==> config.mk <==
export PLATFORM = sky130hd
export DESIGN_NAME = irq_route_engine
export DESIGN_NICKNAME = d
export VERILOG_FILES = /design/src/rtl/ire_pkg.sv /design/src/rtl/ire_line_map.sv /design/src/rtl/ire_pin_slot.sv /design/src/rtl/ire_pick.sv /design/src/rtl/irq_route_engine.sv
export SDC_FILE = /design/constraint.sdc
export NUM_CORES = 2
export LEC_CHECK = 0
export BUFFER_PORTS_ARGS = -buffer_cell sky130_fd_sc_hd__buf_2
export CORE_ASPECT_RATIO = 0.9
export CORE_MARGIN = 4
export CORE_UTILIZATION = 52
export DETAILED_ROUTE_END_ITERATION = 8
export HOLD_SLACK_MARGIN = 0.03
export PLACE_DENSITY_LB_ADDON = 0.05
export SLEW_MARGIN = 25
export SYNTH_ARGS = -nofsm -noshare
export SYNTH_HDL_FRONTEND = slang
export SYNTH_SLANG_ARGS = --single-unit
==> constraint.sdc <==
create_clock -name clk -period 7.6 [get_ports clk]
set_clock_uncertainty 0.1 [all_clocks]
set_input_delay 0.76 -clock clk [delete_from_list [all_inputs] [get_ports clk]]
set_output_delay 0.76 -clock clk [all_outputs]
set_load 0.05 [all_outputs]
==> src/rtl/ire_pkg.sv <==
package ire_pkg;
  localparam int ENTRY_W     = 64;
  localparam int VEC_W       = 8;
  localparam int DELIV_LSB   = 8;
  localparam int DELIV_W     = 3;
  localparam int DMODE_BIT   = 11;
  localparam int RPEND_BIT   = 14;
  localparam int TRIG_BIT    = 15;
  localparam int MASK_BIT    = 16;
  localparam int DEST_LSB    = 48;
  localparam int DEST_W      = 16;
  localparam int A_DEST_LSB  = 4;
  localparam int A_DMODE_BIT = 2;
  localparam int D_TRIG_BIT  = 15;
  localparam int D_DELIV_LSB = 8;
  localparam logic [31:0] MSG_BASE = 32'hFEE0_0000;
  localparam logic [ENTRY_W-1:0] RESET_ENTRY = ENTRY_W'(1) << MASK_BIT;

  typedef struct packed {
    logic [31:0] addr;
    logic [31:0] data;
  } msi_msg_t;

  function automatic msi_msg_t form_msg(input logic [ENTRY_W-1:0] e);
    msi_msg_t m;
    m.addr = MSG_BASE
           | (32'(e[DEST_LSB +: DEST_W]) << A_DEST_LSB)
           | (32'(e[DMODE_BIT]) << A_DMODE_BIT);
    m.data = 32'(e[VEC_W-1:0])
           | (32'(e[TRIG_BIT]) << D_TRIG_BIT)
           | (32'(e[DELIV_LSB +: DELIV_W]) << D_DELIV_LSB);
    return m;
  endfunction
endpackage

==> src/rtl/ire_line_map.sv <==
module ire_line_map #(
  parameter int PINS       = 24,
  parameter int LINE_W     = 5,
  parameter int STEER_FROM = 0,
  parameter int STEER_TO   = 2
) (
  input  logic              evt_valid,
  input  logic [LINE_W-1:0] evt_line,
  output logic [PINS-1:0]   hit
);
  for (genvar p = 0; p < PINS; p++) begin : g_pin
    if (p == STEER_TO) begin : g_steer
      assign hit[p] = evt_valid &&
                      (evt_line == LINE_W'(STEER_FROM) || evt_line == LINE_W'(p));
    end else if (p == STEER_FROM) begin : g_unused
      assign hit[p] = 1'b0;
    end else begin : g_direct
      assign hit[p] = evt_valid && (evt_line == LINE_W'(p));
    end
  end
endmodule

==> src/rtl/ire_pin_slot.sv <==
module ire_pin_slot
  import ire_pkg::*;
(
  input  logic               clk,
  input  logic               rst_n,
  input  logic               wr_en,
  input  logic [ENTRY_W-1:0] wr_data,
  input  logic               evt_hit,
  input  logic               evt_level,
  input  logic               eoi_valid,
  input  logic [VEC_W-1:0]   eoi_vector,
  input  logic               grant,
  output logic [ENTRY_W-1:0] entry_o,
  output logic               want_o
);
  logic [ENTRY_W-1:0] entry, entry_n;
  logic req, req_n, rpend, rpend_n;
  logic is_level, masked, eoi_hit;

  assign is_level = entry[TRIG_BIT];
  assign masked   = entry[MASK_BIT];
  assign eoi_hit  = eoi_valid && is_level && (entry[VEC_W-1:0] == eoi_vector);
  assign want_o   = req && !masked && (!is_level || !rpend);
  assign entry_o  = entry;

  always_comb begin
    req_n = req;
    if (grant && !is_level) req_n = 1'b0;
    if (evt_hit) begin
      if (is_level)                 req_n = evt_level;
      else if (evt_level && !masked) req_n = 1'b1;
    end
    rpend_n = (rpend && !eoi_hit) || (grant && is_level);
    if (wr_en && !wr_data[TRIG_BIT]) rpend_n = 1'b0;
    entry_n = entry;
    if (wr_en) begin
      entry_n = wr_data;
      entry_n[RPEND_BIT] = 1'b0;
    end
  end

  always_ff @(posedge clk) begin
    if (!rst_n) begin
      entry <= RESET_ENTRY;
      req   <= 1'b0;
      rpend <= 1'b0;
    end else begin
      entry <= entry_n;
      req   <= req_n;
      rpend <= rpend_n;
    end
  end


  masked_edge_drop_chk: assert property (@(posedge clk) disable iff (!rst_n)
    evt_hit && !is_level && masked && !req |=> !req);

  level_no_redeliver_chk: assert property (@(posedge clk) disable iff (!rst_n)
    grant |-> !(is_level && rpend));

  level_rpend_set_chk: assert property (@(posedge clk) disable iff (!rst_n)
    grant && is_level && !wr_en |=> rpend);

  edge_write_clear_chk: assert property (@(posedge clk) disable iff (!rst_n)
    wr_en && !wr_data[TRIG_BIT] |=> !rpend);
endmodule

==> src/rtl/ire_pick.sv <==
module ire_pick #(
  parameter int N    = 24,
  parameter int IDXW = $clog2(N)
) (
  input  logic [N-1:0]    want,
  output logic            any,
  output logic [IDXW-1:0] idx
);
  always_comb begin
    idx = '0;
    for (int i = N - 1; i >= 0; i--) begin
      if (want[i]) idx = IDXW'(i);
    end
  end
  assign any = |want;
endmodule

==> src/rtl/irq_route_engine.sv <==
module irq_route_engine
  import ire_pkg::*;
#(
  parameter int PINS   = 24,
  parameter int LINE_W = 5,
  parameter int PIN_W  = $clog2(PINS)
) (
  input  logic               clk,
  input  logic               rst_n,
  input  logic               evt_valid_i,
  input  logic [LINE_W-1:0]  evt_line_i,
  input  logic               evt_level_i,
  input  logic               tbl_we_i,
  input  logic [PIN_W-1:0]   tbl_pin_i,
  input  logic [ENTRY_W-1:0] tbl_data_i,
  input  logic               eoi_valid_i,
  input  logic [VEC_W-1:0]   eoi_vector_i,
  output logic               msg_valid_o,
  input  logic               msg_ready_i,
  output logic [31:0]        msg_addr_o,
  output logic [31:0]        msg_data_o
);
  logic [PINS-1:0]    hit, want, grant;
  logic [ENTRY_W-1:0] entries [PINS];
  logic               any, take;
  logic [PIN_W-1:0]   pick_idx;
  msi_msg_t           next_msg;

  ire_line_map #(.PINS(PINS), .LINE_W(LINE_W)) u_map (
    .evt_valid(evt_valid_i), .evt_line(evt_line_i), .hit(hit));

  for (genvar p = 0; p < PINS; p++) begin : g_slot
    ire_pin_slot u_slot (
      .clk(clk), .rst_n(rst_n),
      .wr_en(tbl_we_i && tbl_pin_i == PIN_W'(p)), .wr_data(tbl_data_i),
      .evt_hit(hit[p]), .evt_level(evt_level_i),
      .eoi_valid(eoi_valid_i), .eoi_vector(eoi_vector_i),
      .grant(grant[p]), .entry_o(entries[p]), .want_o(want[p]));
  end

  ire_pick #(.N(PINS), .IDXW(PIN_W)) u_pick (.want(want), .any(any), .idx(pick_idx));

  assign take     = any && (!msg_valid_o || msg_ready_i);
  assign grant    = take ? (PINS'(1) << pick_idx) : '0;
  assign next_msg = form_msg(entries[pick_idx]);

  always_ff @(posedge clk) begin
    if (!rst_n) begin
      msg_valid_o <= 1'b0;
      msg_addr_o  <= '0;
      msg_data_o  <= '0;
    end else if (take) begin
      msg_valid_o <= 1'b1;
      msg_addr_o  <= next_msg.addr;
      msg_data_o  <= next_msg.data;
    end else if (msg_ready_i) begin
      msg_valid_o <= 1'b0;
    end
  end


  hold_until_ready_chk: assert property (@(posedge clk) disable iff (!rst_n)
    msg_valid_o && !msg_ready_i |=> msg_valid_o && $stable(msg_addr_o) && $stable(msg_data_o));

  single_grant_chk: assert property (@(posedge clk) disable iff (!rst_n)
    $onehot0(grant));

  no_msg_after_reset_chk: assert property (@(posedge clk)
    !rst_n |=> !msg_valid_o);
endmodule

==> reports/summary.log <==
[run_status] outcome complete, no violations
[clock_tree] number of sinks driven by the clock tree 796
[sta] Final Worst Setup Slack 2.364 ns
[detailed_routing] DR iter-0 viols 4,976
[synthesis] synth warn 0
[detailed_routing] WL final 142,800 um
[worst_setup_path] data arrival at the endpoint of the critical path 5.61 ns
[finish] filler cell count 6,491
[worst_setup_path] Max Fanout on Critical Path 23
[place] cell count after placement 5,474
[detailed_routing] drt pass-1 iters 8
[floorplan] Die Width 286.7 um
[floorplan] Core Rows 91
[synthesis] gate count of the mapped netlist 4,837
[worst_setup_path] Reg2Reg Depth 12
[sta] final slew viol count 0
[sta] fmax 191.0 MHz
[clock_tree] TritonCTS clock tree yes
[clock_tree] H-tree depth reported by CTS 3
[floorplan] area enclosed by the die boundary 74,230 sq um
[detailed_routing] total via count after detailed routing 35,590
[synthesis] top_reg_cell synth sky130_fd_sc_hd__dfxtp_1
[worst_setup_path] crit start category register
[finish] Post-Layout Cell Count 5,635
[min_path] worst hold path depth 2
[finish] most frequent cells in the layout 1,562 x sky130_fd_sc_hd__nand2_1, 800 x sky130_fd_sc_hd__a21oi_1, 796 x sky130_fd_sc_hd__dfxtp_1
[job] Max-cap violations 0
[synthesis] average size of a mapped cell 7.518 sq um
[synthesis] proportion of synthesized flip-flops having asynchronous set or reset 0%
[finish] most common cell after layout, fill and taps aside sky130_fd_sc_hd__nand2_1
[place] routability-driven placement congestion ratio 0.8993
[worst_setup_path] startpoint of the worst setup timing path g_slot[22].u_slot.entry_o[15]
[synthesis] sequential share of the synthesized area 43.82%
[power] pwr/cell area 222.8 nW/um^2
[floorplan] die outline height 258.9 um
[floorplan] top-level port count 154
[synthesis] Post-Syn Area 36,360 sq um
[sta] clock period minus final worst setup slack 5.236 ns
[sta] relative slew slack 21.03%
[worst_setup_path] capture point of the critical path msg_addr_o[13]
[worst_setup_path] terminus of the critical flop-to-flop path msg_addr_o[13]
[grt] total grt overflow 0
[worst_setup_path] r2r startpoint g_slot[22].u_slot.entry_o[15]
[clock_tree] cells resized by post-CTS repair 0
[detailed_routing] Wirelength per Cell 25.34 um
[min_path] Worst Min Path Start g_slot[13].u_slot.entry_o[63]
[place] sum of net half-perimeters after detailed placement 84,960 um
[finish] area growth from synthesis to layout 9.029%
[place] number of I/O port buffers 94
[clock_tree] clock-pin slew of the registers on the worst-case setup and hold paths 0.06 ns
[worst_setup_path] required time of the worst setup path 7.97 ns
[finish] nets 4,718
[worst_setup_path] setup slack, reg-to-reg 2.36 ns
[clock_tree] clock latency on the worst-skew pair 0.65 ns
[power] largest voltage drop on the vdd net 0.1838 mV
[grt] largest net degree at the start of global routing 218
[grt] combined global-route utilization of all metal layers 37.13%
[sta] Setup violations, final 0
[worst_setup_path] endpoint type of the worst setup path register
[detailed_routing] detailed-route DRC error count 0
[clock_tree] number of buffers created by CTS 83
[sta] post-route setup TNS 0 ns
[sta] unrepaired setup endpoints after global routing false
[detailed_routing] number of nets still failing antenna checks after routing 0
[finish] proportion of layout cells with a drive suffix above 1 8.051%
[worst_setup_path] type of the worst setup path register to register
[grt] global-route wire length before repair 211,000 um
[clock_tree] post-CTS setup buffer count 0
[floorplan] core box area 68,880 sq um
[detailed_routing] drt via density 6.316
[sta] measured slew at the worst slew-check pin 1.180 ns
[place] worst-case setup slack after placement 2.666 ns
[synthesis] flop and latch count out of synthesis 796
[sta] share of the cycle needed by the critical path after routing 68.89%
[synthesis] EDFF count, synth 0
[min_path] worst min-delay path class register to register
[clock_tree] post-cts hold buffer count 0
[power] static leakage 13.14 nW
[grt] antenna violations before repair 11
[grt] number of global-route vias before repair 32,290
[clock_tree] number of buffers on the longest clock path 3
[synthesis] number of different library cells in the post-synthesis netlist 74
[floorplan] effective utilization at floorplan 52.79%
[sta] Final Hold Vio Count 0
[clock_tree] clock tree root driver cell sky130_fd_sc_hd__clkbuf_16
-- state kept, by name (all words and copies together) (netlist names) --
name and count:
g_slot.u_slot.entry_o 719, g_slot.u_slot.req 23, g_slot.u_slot.rpend 23, msg_addr_o 18
msg_data_o 12, msg_valid_o 1
-- synth_stat cells (16+ instances only) --
cell type / number / area share (%)
sky130_fd_sc_hd__dfxtp_1: 796 / 44
sky130_fd_sc_hd__clkbuf_1: 373 / 3.9
sky130_fd_sc_hd__nand3_1: 101 / 1.4
sky130_fd_sc_hd__nor3_1: 36 / 0.50
sky130_fd_sc_hd__nand4_1: 38 / 0.65
sky130_fd_sc_hd__a21oi_1: 802 / 11
sky130_fd_sc_hd__and3_1: 24 / 0.41
sky130_fd_sc_hd__nor4_1: 23 / 0.40
sky130_fd_sc_hd__o221ai_1: 43 / 1.0
sky130_fd_sc_hd__a31oi_1: 47 / 0.81
sky130_fd_sc_hd__or3_1: 29 / 0.50
sky130_fd_sc_hd__nor2b_1: 23 / 0.40
sky130_fd_sc_hd__inv_1: 16 / 0.17
sky130_fd_sc_hd__nor2_1: 81 / 0.84
sky130_fd_sc_hd__a221oi_1: 111 / 2.7
sky130_fd_sc_hd__xnor2_1: 31 / 0.75
sky130_fd_sc_hd__xor2_1: 153 / 3.7
sky130_fd_sc_hd__buf_4: 42 / 0.87
sky130_fd_sc_hd__nand2_1: 1567 / 16
sky130_fd_sc_hd__nand2b_1: 18 / 0.31
sky130_fd_sc_hd__buf_1: 19 / 0.20
sky130_fd_sc_hd__a22oi_1: 34 / 0.70
sky130_fd_sc_hd__o31ai_1: 16 / 0.33
sky130_fd_sc_hd__buf_2: 52 / 0.72
sky130_fd_sc_hd__o41ai_1: 21 / 0.51
sky130_fd_sc_hd__o311ai_0: 17 / 0.41
sky130_fd_sc_hd__a221o_1: 55 / 1.5
sky130_fd_sc_hd__o21ai_0: 79 / 1.1
sky130_fd_sc_hd__o211ai_1: 52 / 1.1
-- critical path, cell delays in order (launching register included) --
cell and delay [ns]:
sky130_fd_sc_hd__dfxtp_1 0.50, sky130_fd_sc_hd__nand2_2 0.11, sky130_fd_sc_hd__a221o_1 0.36, sky130_fd_sc_hd__a211oi_2 0.28, sky130_fd_sc_hd__o311ai_2 0.23, sky130_fd_sc_hd__a21boi_4 0.54, sky130_fd_sc_hd__buf_4 0.48, sky130_fd_sc_hd__nand3_1 0.77
sky130_fd_sc_hd__buf_4 0.47, sky130_fd_sc_hd__o221ai_1 0.19, sky130_fd_sc_hd__a31oi_1 0.07, sky130_fd_sc_hd__a221oi_1 0.78, sky130_fd_sc_hd__o211ai_1 0.17
-- how the worst min path moves through the flow --
stage                                    endpoint  slack, ns
floorplan           g_slot[12].u_slot.entry_o[11]       0.33
global placement    g_slot[19].u_slot.entry_o[52]       0.34
detailed placement  g_slot[19].u_slot.entry_o[62]       0.34
CTS                 g_slot[13].u_slot.entry_o[63]       0.35
global route        g_slot[22].u_slot.entry_o[50]       0.37
finish              g_slot[13].u_slot.entry_o[63]       0.35
-- power by group --
group | switching [mW] | internal [mW] | total, mW | leakage (nW)
clock | 1.79 | 2.41 | 4.20 | 1.38
sequential | 0.0190 | 4.20 | 4.22 | 6.42
combinational | 0.338 | 0.0754 | 0.414 | 5.35
-- layout make-up --
type	instances	area [sq um]	area share, %
multi-input combinational	3551	18510	46.68
clock buffer	129	2500	6.305
timing repair buffer	180	1145	2.888
clock inverter	22	299.0	0.7543
tap	930	1164	2.935
antenna	10	25.02	0.06312
inverter	17	71.32	0.1799
sequential	796	15940	40.19
-- kinds of logic after synthesis --
| family | share of synthesized area (%) |
|---|---|
| AOI/OAI and AO/OA | 23.37 |
| and+or+nand+nor | 22.26 |
| buffers and inverters | 6.104 |
| DFF | 43.82 |
| xor gates and xnor gates | 4.432 |
| other | 0.01031 |
-- per-stage QoR --
stage / hold slack, ns / total power [mW] / instance area [sq um] / util, %
after global placement: 0.3382 / 4.707 / 36810 / 53.44
final: 0.3514 / 8.835 / 39650 / 57.56
after CTS: 0.3509 / 8.850 / 39610 / 57.51
after floorplan: 0.3319 / 4.576 / 36450 / -
after detailed placement: 0.3431 / 4.710 / 36810 / 53.44
after global routing: 0.3660 / 9.042 / 39630 / 57.53
-- routing by layer --
layer | global-route usage (%) | part of all wire [%]
met4 | 16.58 | 5.1
met2 | 54.80 | 42
met1 | 52.31 | 41
met5 | 0 | 0.016
met3 | 7.889 | 12
(Power assumes the default switching activity.)
